## src/rtl/sb_pkg.sv

```systemverilog
package sb_pkg;
  localparam int NU     = 5;
  localparam int UNIT_W = 3;

  typedef enum logic [1:0] {
    OP_INT = 2'd0,
    OP_MUL = 2'd1,
    OP_ADD = 2'd2,
    OP_DIV = 2'd3
  } op_e;

  typedef struct packed {
    logic              ok;
    logic [UNIT_W-1:0] idx;
  } pick_t;

  // Choose the unit for an operation class given the busy vector.
  function automatic pick_t pick_unit(op_e op, logic [NU-1:0] busy);
    pick_t p;
    p.ok  = 1'b0;
    p.idx = '0;
    case (op)
      OP_INT: begin p.idx = 3'd0; p.ok = !busy[0]; end
      OP_MUL: begin
        if (!busy[1])      begin p.idx = 3'd1; p.ok = 1'b1; end
        else if (!busy[2]) begin p.idx = 3'd2; p.ok = 1'b1; end
        else               begin p.idx = 3'd1; p.ok = 1'b0; end
      end
      OP_ADD: begin p.idx = 3'd3; p.ok = !busy[3]; end
      default: begin p.idx = 3'd4; p.ok = !busy[4]; end
    endcase
    return p;
  endfunction

  // Latency of unit index u from the class latencies.
  function automatic int unit_lat(int u, int l_int, int l_mul, int l_add, int l_div);
    if (u == 0) return l_int;
    if (u <= 2) return l_mul;
    if (u == 3) return l_add;
    return l_div;
  endfunction

  function automatic int max4(int a, int b, int c, int d);
    int m;
    m = a;
    if (b > m) m = b;
    if (c > m) m = c;
    if (d > m) m = d;
    return m;
  endfunction
endpackage

```

## src/rtl/sb_fu_slot.sv

```systemverilog
module sb_fu_slot #(
  parameter int REG_W  = 5,
  parameter int UNIT_W = 3,
  parameter int NU     = 5,
  parameter int CNT_W  = 5,
  parameter int LAT    = 1
) (
  input  logic              clk,
  input  logic              rst_n,
  input  logic              issue_en,
  input  logic [REG_W-1:0]  iss_fi,
  input  logic [REG_W-1:0]  iss_fj,
  input  logic [REG_W-1:0]  iss_fk,
  input  logic [UNIT_W-1:0] iss_qj,
  input  logic [UNIT_W-1:0] iss_qk,
  input  logic              iss_rj,
  input  logic              iss_rk,
  input  logic [NU-1:0]     wr_all,
  input  logic              rd_go,
  input  logic              wr_go,
  output logic              busy,
  output logic [REG_W-1:0]  fi,
  output logic [REG_W-1:0]  fj,
  output logic [REG_W-1:0]  fk,
  output logic              rj,
  output logic              rk,
  output logic              rd_req,
  output logic              exec_done
);
  logic [UNIT_W-1:0] qj, qk;
  logic              read_done;
  logic [CNT_W-1:0]  cnt;
  logic              wake_j, wake_k;

  // Producer of a still-unread source writes this cycle.
  assign wake_j = busy && !read_done && !rj && wr_all[qj];
  assign wake_k = busy && !read_done && !rk && wr_all[qk];

  always_ff @(posedge clk) begin
    if (!rst_n) begin
      busy      <= 1'b0;
      fi        <= '0;
      fj        <= '0;
      fk        <= '0;
      qj        <= '0;
      qk        <= '0;
      rj        <= 1'b0;
      rk        <= 1'b0;
      read_done <= 1'b0;
      cnt       <= '0;
    end else if (issue_en) begin
      busy      <= 1'b1;
      fi        <= iss_fi;
      fj        <= iss_fj;
      fk        <= iss_fk;
      qj        <= iss_qj;
      qk        <= iss_qk;
      rj        <= iss_rj;
      rk        <= iss_rk;
      read_done <= 1'b0;
      cnt       <= '0;
    end else begin
      if (wr_go) busy <= 1'b0;
      if (rd_go) begin
        read_done <= 1'b1;
        rj        <= 1'b0;
        rk        <= 1'b0;
        cnt       <= CNT_W'(LAT);
      end else begin
        if (wake_j) rj <= 1'b1;
        if (wake_k) rk <= 1'b1;
        if (cnt != '0) cnt <= cnt - 1'b1;
      end
    end
  end

  assign rd_req    = busy && !read_done && rj && rk;
  assign exec_done = busy && read_done && (cnt == '0);
endmodule

```

## src/rtl/sb_result_tbl.sv

```systemverilog
module sb_result_tbl #(
  parameter int NREG   = 32,
  parameter int REG_W  = 5,
  parameter int NU     = 5,
  parameter int UNIT_W = 3,
  parameter int NQ     = 3
) (
  input  logic                         clk,
  input  logic                         rst_n,
  input  logic                         set_en,
  input  logic [REG_W-1:0]             set_reg,
  input  logic [UNIT_W-1:0]            set_unit,
  input  logic [NU-1:0]                clr_en,
  input  logic [NU-1:0][REG_W-1:0]     clr_reg,
  input  logic [NQ-1:0][REG_W-1:0]     q_reg,
  output logic [NQ-1:0]                q_pend,
  output logic [NQ-1:0][UNIT_W-1:0]    q_unit
);
  logic [NREG-1:0]             pend;
  logic [NREG-1:0][UNIT_W-1:0] owner;

  always_ff @(posedge clk) begin
    if (!rst_n) begin
      pend  <= '0;
      owner <= '0;
    end else begin
      for (int u = 0; u < NU; u++)
        if (clr_en[u]) pend[clr_reg[u]] <= 1'b0;
      if (set_en) begin
        pend[set_reg]  <= 1'b1;
        owner[set_reg] <= set_unit;
      end
    end
  end

  for (genvar i = 0; i < NQ; i++) begin : g_look
    assign q_pend[i] = pend[q_reg[i]];
    assign q_unit[i] = owner[q_reg[i]];
  end
endmodule

```

## src/rtl/sb_scoreboard.sv

```systemverilog
module sb_scoreboard #(
  parameter int NREG    = 32,
  parameter int REG_W   = $clog2(NREG),
  parameter int LAT_INT = 1,
  parameter int LAT_MUL = 7,
  parameter int LAT_ADD = 4,
  parameter int LAT_DIV = 24
) (
  input  logic                   clk,
  input  logic                   rst_n,
  input  logic                   in_valid,
  input  logic [1:0]             in_op,
  input  logic [REG_W-1:0]       in_dst,
  input  logic [REG_W-1:0]       in_src1,
  input  logic [REG_W-1:0]       in_src2,
  output logic                   issue_ready,
  output logic [sb_pkg::NU-1:0]  rd_grant,
  output logic [sb_pkg::NU-1:0]  wr_grant
);
  import sb_pkg::*;

  localparam int MAXL  = max4(LAT_INT, LAT_MUL, LAT_ADD, LAT_DIV);
  localparam int CNT_W = $clog2(MAXL + 1);

  logic [NU-1:0]             busy, rd_req, exec_done, war_hold, rj, rk;
  logic [NU-1:0][REG_W-1:0]  fi, fj, fk;
  logic [2:0][REG_W-1:0]     q_reg;
  logic [2:0]                q_pend;
  logic [2:0][UNIT_W-1:0]    q_unit;
  pick_t                     pick;
  logic                      issue_fire;
  logic [UNIT_W-1:0]         issue_unit;
  logic                      src1_rdy, src2_rdy;

  assign pick        = pick_unit(op_e'(in_op), busy);
  assign q_reg       = {in_src2, in_src1, in_dst};
  assign issue_ready = pick.ok && !q_pend[0];
  assign issue_fire  = in_valid && issue_ready;
  assign issue_unit  = pick.idx;

  // A source is ready at issue when nobody will write it, or its writer writes now.
  assign src1_rdy = !q_pend[1] || wr_grant[q_unit[1]];
  assign src2_rdy = !q_pend[2] || wr_grant[q_unit[2]];

  sb_result_tbl #(
    .NREG(NREG), .REG_W(REG_W), .NU(NU), .UNIT_W(UNIT_W), .NQ(3)
  ) u_tbl (
    .clk(clk), .rst_n(rst_n),
    .set_en(issue_fire), .set_reg(in_dst), .set_unit(issue_unit),
    .clr_en(wr_grant), .clr_reg(fi),
    .q_reg(q_reg), .q_pend(q_pend), .q_unit(q_unit)
  );

  for (genvar u = 0; u < NU; u++) begin : g_slot
    sb_fu_slot #(
      .REG_W(REG_W), .UNIT_W(UNIT_W), .NU(NU), .CNT_W(CNT_W),
      .LAT(unit_lat(u, LAT_INT, LAT_MUL, LAT_ADD, LAT_DIV))
    ) u_slot (
      .clk(clk), .rst_n(rst_n),
      .issue_en(issue_fire && (issue_unit == UNIT_W'(u))),
      .iss_fi(in_dst), .iss_fj(in_src1), .iss_fk(in_src2),
      .iss_qj(q_unit[1]), .iss_qk(q_unit[2]),
      .iss_rj(src1_rdy), .iss_rk(src2_rdy),
      .wr_all(wr_grant), .rd_go(rd_grant[u]), .wr_go(wr_grant[u]),
      .busy(busy[u]), .fi(fi[u]), .fj(fj[u]), .fk(fk[u]),
      .rj(rj[u]), .rk(rk[u]),
      .rd_req(rd_req[u]), .exec_done(exec_done[u])
    );
  end

  // WAR: another busy unit still has to read the old value of this unit's destination.
  always_comb begin
    war_hold = '0;
    for (int u = 0; u < NU; u++)
      for (int v = 0; v < NU; v++)
        if (v != u && busy[v] &&
            ((rj[v] && fj[v] == fi[u]) || (rk[v] && fk[v] == fi[u])))
          war_hold[u] = 1'b1;
  end

  assign rd_grant = rd_req;
  assign wr_grant = exec_done & ~war_hold;
endmodule

```

## config.mk

```make
export PLATFORM = sky130hd
export DESIGN_NAME = sb_scoreboard
export DESIGN_NICKNAME = d
export VERILOG_FILES = /design/src/rtl/sb_pkg.sv /design/src/rtl/sb_fu_slot.sv /design/src/rtl/sb_result_tbl.sv /design/src/rtl/sb_scoreboard.sv
export SDC_FILE = /design/constraint.sdc
export NUM_CORES = 1
export LEC_CHECK = 0
export ABC_CLOCK_PERIOD_IN_PS = 8900
export BUFFER_PORTS_ARGS = -buffer_cell sky130_fd_sc_hd__buf_2
export CAP_MARGIN = 20
export CORE_AREA = 2 2 223 181
export CTS_CLUSTER_SIZE = 20
export DETAILED_ROUTE_END_ITERATION = 16
export DIE_AREA = 0 0 225 183
export GPL_ROUTABILITY_DRIVEN = 0
export SLEW_MARGIN = 20
export SYNTH_ARGS = -nofsm -noshare
export SYNTH_HDL_FRONTEND = slang
export SYNTH_SLANG_ARGS = --single-unit
```

## constraint.sdc

```tcl
create_clock -name clk -period 8.9 [get_ports clk]
set_input_delay 1.335 -clock clk [delete_from_list [all_inputs] [get_ports clk]]
set_output_delay 1.335 -clock clk [all_outputs]
set_load 0.01 [all_outputs]
```

**Word-level counts from Yosys, hierarchy flattened**

Cells that the tools add are included.

- Register bits: 278
- Input port bits: 20
- Output and inout bits: 11

- Add/sub/neg operators: 5
- $lt $le $gt $ge: 26
- Equality and inequality tests: 46
- Mux-type cells: 133
- Bitwise gates (word level): 14
- Reduce and logical (&&, ||, !) cells: 203

Operators with widths:

| operator | count |
|---|---|
| 32-bit 2-to-1 mux | 11 |
| 5-bit equality test | 40 |
| 32-bit AND | 5 |
| 32-bit NOT | 5 |
| 1-bit logical AND | 118 |
| 96-bit bitwise mux | 1 |
| 1-bit 2-to-1 mux | 83 |
| 3-bit by 4-bit < comparator with 1-bit output, second input constant | 12 |
| 5-bit by 6-bit < comparator with 1-bit output, second input constant | 8 |
| 1-bit binary-select mux with 3-bit select | 12 |
| 32-bit OR | 1 |
| 3-bit binary-select mux with 5-bit select | 2 |
| 1-bit demux with 5-bit select | 6 |
| 5-bit by 1-bit greater-or-equal comparator with 1-bit output, second input constant | 6 |
| 3-bit nonzero test | 10 |
| 3-bit 2-to-1 mux | 9 |
| 5-bit logical NOT | 5 |
| 5-bit nonzero test | 5 |
| 5-bit by 1-bit subtractor with 5-bit output, second input constant | 5 |
| 1-bit logical OR | 22 |
| 1-bit logical NOT | 21 |
| 2-bit nonzero test | 10 |
| 1-bit binary-select mux with 5-bit select | 3 |
| 3-bit demux with 5-bit select | 1 |
| other kinds (15) | 26 |

**Depth between registers and ports, before layout**

- Word-level depth: 26
- Gate-level depth with buffers: 14
- Mapped depth without buffers: 12

**Hierarchy**

A second synthesis with hierarchy kept.

- Cells, all modules: 1,911
- Area, all modules: 18,535.3 um^2

By module, submodules not included:

| module | times used | cells each | area an instance (um^2) | seq. area each (um^2) |
|---|---|---|---|---|
| sb_result_tbl | 1 | 909 | 9,130.0 | 2,562.5 |
| sb_scoreboard | 1 | 361 | 2,742.6 | 0.0 |
| sb_fu_slot at g_slot[1].u_slot ... | 2 | 127 | 1,336.3 | 600.6 |
| sb_fu_slot at g_slot[0].u_slot | 1 | 129 | 1,342.5 | 600.6 |
| sb_fu_slot at g_slot[3].u_slot | 1 | 131 | 1,328.8 | 600.6 |
| sb_fu_slot at g_slot[4].u_slot | 1 | 127 | 1,318.8 | 600.6 |

**Least setup slack after synthesis**

OpenSTA, ideal clock, no wires.

- Path type: input port to flip-flop
- From: in in_src2[1]
- To: reg g_slot[1].u_slot.rk
- Data arrival time: 4,023 ps
- Data required time: 8,784 ps
- Path slack: 4,760 ps
- Cell stages on the path: 9
- Cells stage by stage: buf_2 clkbuf_1 buf_1 mux4_2 mux4_2 o22a_1 a31oi_1 o21ai_0 a31o_2

- Word-level cells in the longest chain between the ends: 6

RTL lines:

| item | RTL line | source |
|---|---|---|
| start: declaration | sb_scoreboard.sv:15 | `input logic [REG_W-1:0] in_src2,` |
| 3-bit binary-select mux with 5-bit select | sb_result_tbl.sv:38 | `assign q_unit[i] = owner[q_reg[i]];` |
| 3-bit 2-to-1 mux (implied by the code) | sb_result_tbl.sv:38 |  |
| 1-bit binary-select mux with 3-bit select | sb_scoreboard.sv:43 | `assign src2_rdy = !q_pend[2] \|\| wr_grant[q_unit[2]];` |
| 1-bit 2-to-1 mux (implied by the code) | sb_scoreboard.sv:43 |  |
| 1-bit logical OR (*) | sb_scoreboard.sv:43 |  |
| 1-bit 2-to-1 mux (*) | sb_fu_slot.sv:51 | `end else if (issue_en) begin` |
| end signal: assignment | sb_fu_slot.sv:59 | `rk <= iss_rk;` |
| end: declaration | sb_fu_slot.sv:26 | `output logic rk,` |

Mark *: on every way between the ends. The rest lies on a longest branch, timed or not. The select of a mux whose other input is x is not followed.
A chain may end at the register's enable or synchronous reset.

**Worst setup path in the final report**

- From: reg g_slot[4].u_slot.fi[0]
- To: out wr_grant[4] in the netlist's numbering

- Word-level cells in the longest chain between the ends: 10

RTL lines:

| item | RTL line | source |
|---|---|---|
| start: declaration | sb_fu_slot.sv:22 | `output logic [REG_W-1:0] fi,` |
| start signal: assignment | sb_fu_slot.sv:53 | `fi <= iss_fi;` |
| 5-bit equality test | sb_scoreboard.sv:77 | `((rj[v] && fj[v] == fi[u]) \|\| (rk[v] && fk[v] == fi[u])))` |
| 1-bit logical AND | sb_scoreboard.sv:77 |  |
| 1-bit logical OR | sb_scoreboard.sv:77 |  |
| 1-bit logical AND | sb_scoreboard.sv:76 | `if (v != u && busy[v] &&` |
| 1-bit 2-to-1 mux (3 in series) | sb_scoreboard.sv:76 |  |
| 1-bit 2-to-1 mux (*) | sb_scoreboard.sv:76 |  |
| 5-bit NOT (*) | sb_scoreboard.sv:82 | `assign wr_grant = exec_done & ~war_hold;` |
| 5-bit AND (*) | sb_scoreboard.sv:82 |  |
| end: declaration | sb_scoreboard.sv:18 | `output logic [sb_pkg::NU-1:0] wr_grant` |

Mark *: on every way between the ends. The rest lies on a longest branch, timed or not.

==> results.py <==
metrics = {
    "outcome": {
        "status": "complete, no violations",
    },
    "timing": {
        "worst_slew_pin_slew_ps": 1200,
        "relSlewSlack_pct": 19.7,
        "clock-skew-final_ps": 23.4,
        "hold_ws_ps": 461,
        "rsz0062_at_grt": "no",
        "fmax_mhz": 205,
        "setup-violations-final": 0,
        "period_share_pct": 54.9,
        "fin_setup_tns_ps": 0,
        "period_needed_ps": 4880,
        "hold_viol": 0,
        "slew_violations": 0,
    },
    "clock_network": {
        "clk_latency_ps": 600,
        "cts_setup_buffers": 0,
        "ctsHoldBuffers": 0,
        "cts_buffers": 31,
        "cts_htree_levels": 1,
        "clockRootBuffer": "clkbuf_16",
        "cts.clk_slew.worst_paths_ps": 60,
        "clkSinkCount": 278,
        "ctsResizeCount": 0,
        "clk_path_buf_depth": 3,
        "cts_tree": "built",
    },
    "power": {
        "power_density_mw_per_mm2": 178,
        "power_w": 0.00329,
        "vdd_ir_drop_max_v": 0.000158,
        "p_leak_nw": 6.33,
    },
    "min_path": {
        "hp-class": "register to register",
        "whs_path_depth": 2,
    },
    "critical_path": {
        "endpoint_kind": "output port",
        "cp-start-kind": "register",
        "worstPathRequired_ps": 7570,
        "arrival_ps": 3550,
        "crit_path_max_fanout": 15,
        "ff2ff_path_depth": 12,
        "crit_type": "register to output port",
    },
    "logic_synthesis": {
        "yosysMostFrequentCell": "dfxtp_1",
        "synth_top_area_share_pct": 32.2,
        "synth_common_cells": "dfxtp_1 (278), nand2_1 (254), nor2_1 (209)",
        "ys_seq_area_share_pct": 32.2,
        "yosysTopAreaCell": "dfxtp_1",
        "synth.distinct_cells": 77,
        "ys_ff_latch": 278,
        "synth-edff-count": 0,
        "async_flop_share_pct": 0,
        "syn_nets": 2088,
        "synth.avg_cell_area_sq_um": 8.38,
        "synthTopCellsByArea": "dfxtp_1 (32%), mux4_2 (11%), xnor2_1 (7.7%), nand2_1 (5.5%), nor2_1 (4.5%)",
        "syn_area_sq_mm": 0.0173,
        "yosys_warnings": 0,
        "synthFlopType": "dfxtp_1",
        "synthCells": 2062,
    },
    "routing": {
        "wire_per_inst_um": 24.3,
        "drt-initial-drc-count": 1723,
        "drcViolationCount": 0,
        "ant_nets": 0,
        "vias": 15700,
        "via_per_inst": 6.37,
        "firstDrtPassIters": 5,
        "drt_wl_total_um": 59800,
    },
    "placement": {
        "io_buffer_count": 30,
        "dp_hpwl_um": 40700,
        "place_area_sq_mm": 0.0174,
        "dpl.cell_count": 2401,
    },
    "global_route": {
        "grt_first_pass_wirelength_um": 90400,
        "grt_overflow_total": 0,
        "antenna_found_initial": 1,
        "grt_pass1_vias": 14700,
        "grtUsageTotal_pct": 28.8,
        "grt_max_degree": 84,
    },
    "floorplanning": {
        "die_area_sq_mm": 0.0412,
        "start_util_pct": 44.4,
        "fp-row-count": 65,
        "core_area_sq_mm": 0.0390,
        "fp.dieW_um": 225,
        "die_h_um": 183,
        "io_pins": 31,
    },
    "cells_and_area": {
        "stdcell_count": 2459,
        "final_area_sq_mm": 0.0185,
        "drive_gt1_share_pct": 12.9,
        "area_growth_syn_to_layout_pct": 6.84,
        "n_antenna_cell": 0,
        "nets": 1958,
        "nFillCells": 3695,
    },
    "flow_run": {
        "cap_violations": 0,
    },
}
-- logic make-up after synthesis --
logic type,after synthesis,share of synthesized area [%]
flip-flops,278,32.2
buffers and inverters,261,6.17
AO/OA/AOI/OAI,394,15.2
multiplexers,132,13.9
AND/OR/NAND/NOR,783,21.6
adder cells (fa/ha/maj),6,0.434
XOR/XNOR,208,10.5
-- metrics by stage --
step	utilization [%]	setup WS (ps)
finish	47.4	4020
global route	47.4	3890
CTS	47.4	4130
detailed placement	44.6	3700
global placement	44.6	3770
floorplan	-	4760
-- flip-flops by register name (all words and copies together), names as in the netlist --
signal and count:
g_slot.u_slot.fi 25, g_slot.u_slot.busy 5, g_slot.u_slot.read_done 5, g_slot.u_slot.rk 5, u_tbl.pend 32, g_slot.u_slot.qk 15, g_slot.u_slot.qj 15, g_slot.u_slot.fj 25
g_slot.u_slot.cnt 25, u_tbl.owner 96, g_slot.u_slot.rj 5, g_slot.u_slot.fk 25
-- cell type report --
cell class | count | area (sq um) | share of cell area (%)
timing repair buffer | 62 | 395 | 2.14
clock inverter | 15 | 178 | 0.962
inverter | 36 | 140 | 0.759
tap | 502 | 628 | 3.40
multi-input combinational | 1523 | 10700 | 57.8
clock buffer | 43 | 891 | 4.82
sequential | 278 | 5570 | 30.1
-- power by group --
group	switching, W	total (W)	internal (W)
sequential	0.0000792	0.00139	0.00131
clock	0.000565	0.00135	0.000789
combinational	0.000317	0.000551	0.000234
-- cell usage in the layout, fill, tap and decap left out, types with 13 or more instances in the layout --
cell	netlist	routed
a211oi_1	61	61
a21oi_1	133	133
a22oi_1	32	32
and2_1	12	13
and3_1	14	14
buf_2	15	28
buf_4	12	34
clkbuf_16	0	31
dfxtp_1	278	278
inv_1	34	33
mux2i_1	37	37
mux4_2	85	85
nand2_1	254	254
nand2b_1	18	17
nand3_1	60	60
nand4_1	40	40
nor2_1	209	206
nor2b_1	25	25
nor3_1	70	70
nor4_1	19	19
o21ai_0	44	44
o221ai_1	13	13
o22ai_1	35	35
xnor2_1	152	152
xor2_1	56	56
-- critical path, cell delays in order (launching register included) --
cell and delay [ps]:
dfxtp_1 940, xor2_1 210, nor4_1 80, and3_1 160, o21ai_0 560, nand3_1 160, buf_4 250, inv_1 360
buf_2 220
-- path summary, 6_finish.rpt --
| path | start | endpoint | slack, ps |
|---|---|---|---|
| worst max-delay path | g_slot[4].u_slot.fi[0] | wr_grant[4] | 4020 |
| worst min-delay path | g_slot[2].u_slot.cnt[4] | g_slot[2].u_slot.cnt[4] | 460 |
| worst max register to register | g_slot[2].u_slot.cnt[0] | u_tbl.pend[28] | 4930 |
| worst min register to register | g_slot[2].u_slot.cnt[4] | g_slot[2].u_slot.cnt[4] | 460 |
-- routing by layer --
layer  vias to the layer above  track usage [%]  routed length [um]
met4                         2             9.59                2090
met5                         -                0                  13
li1                       7043                -                   -
met1                      7603             40.3               25300
met2                       871             42.2               25100
met3                       148             8.67                7290
No activity file was read; power rests on OpenSTA's default activity.
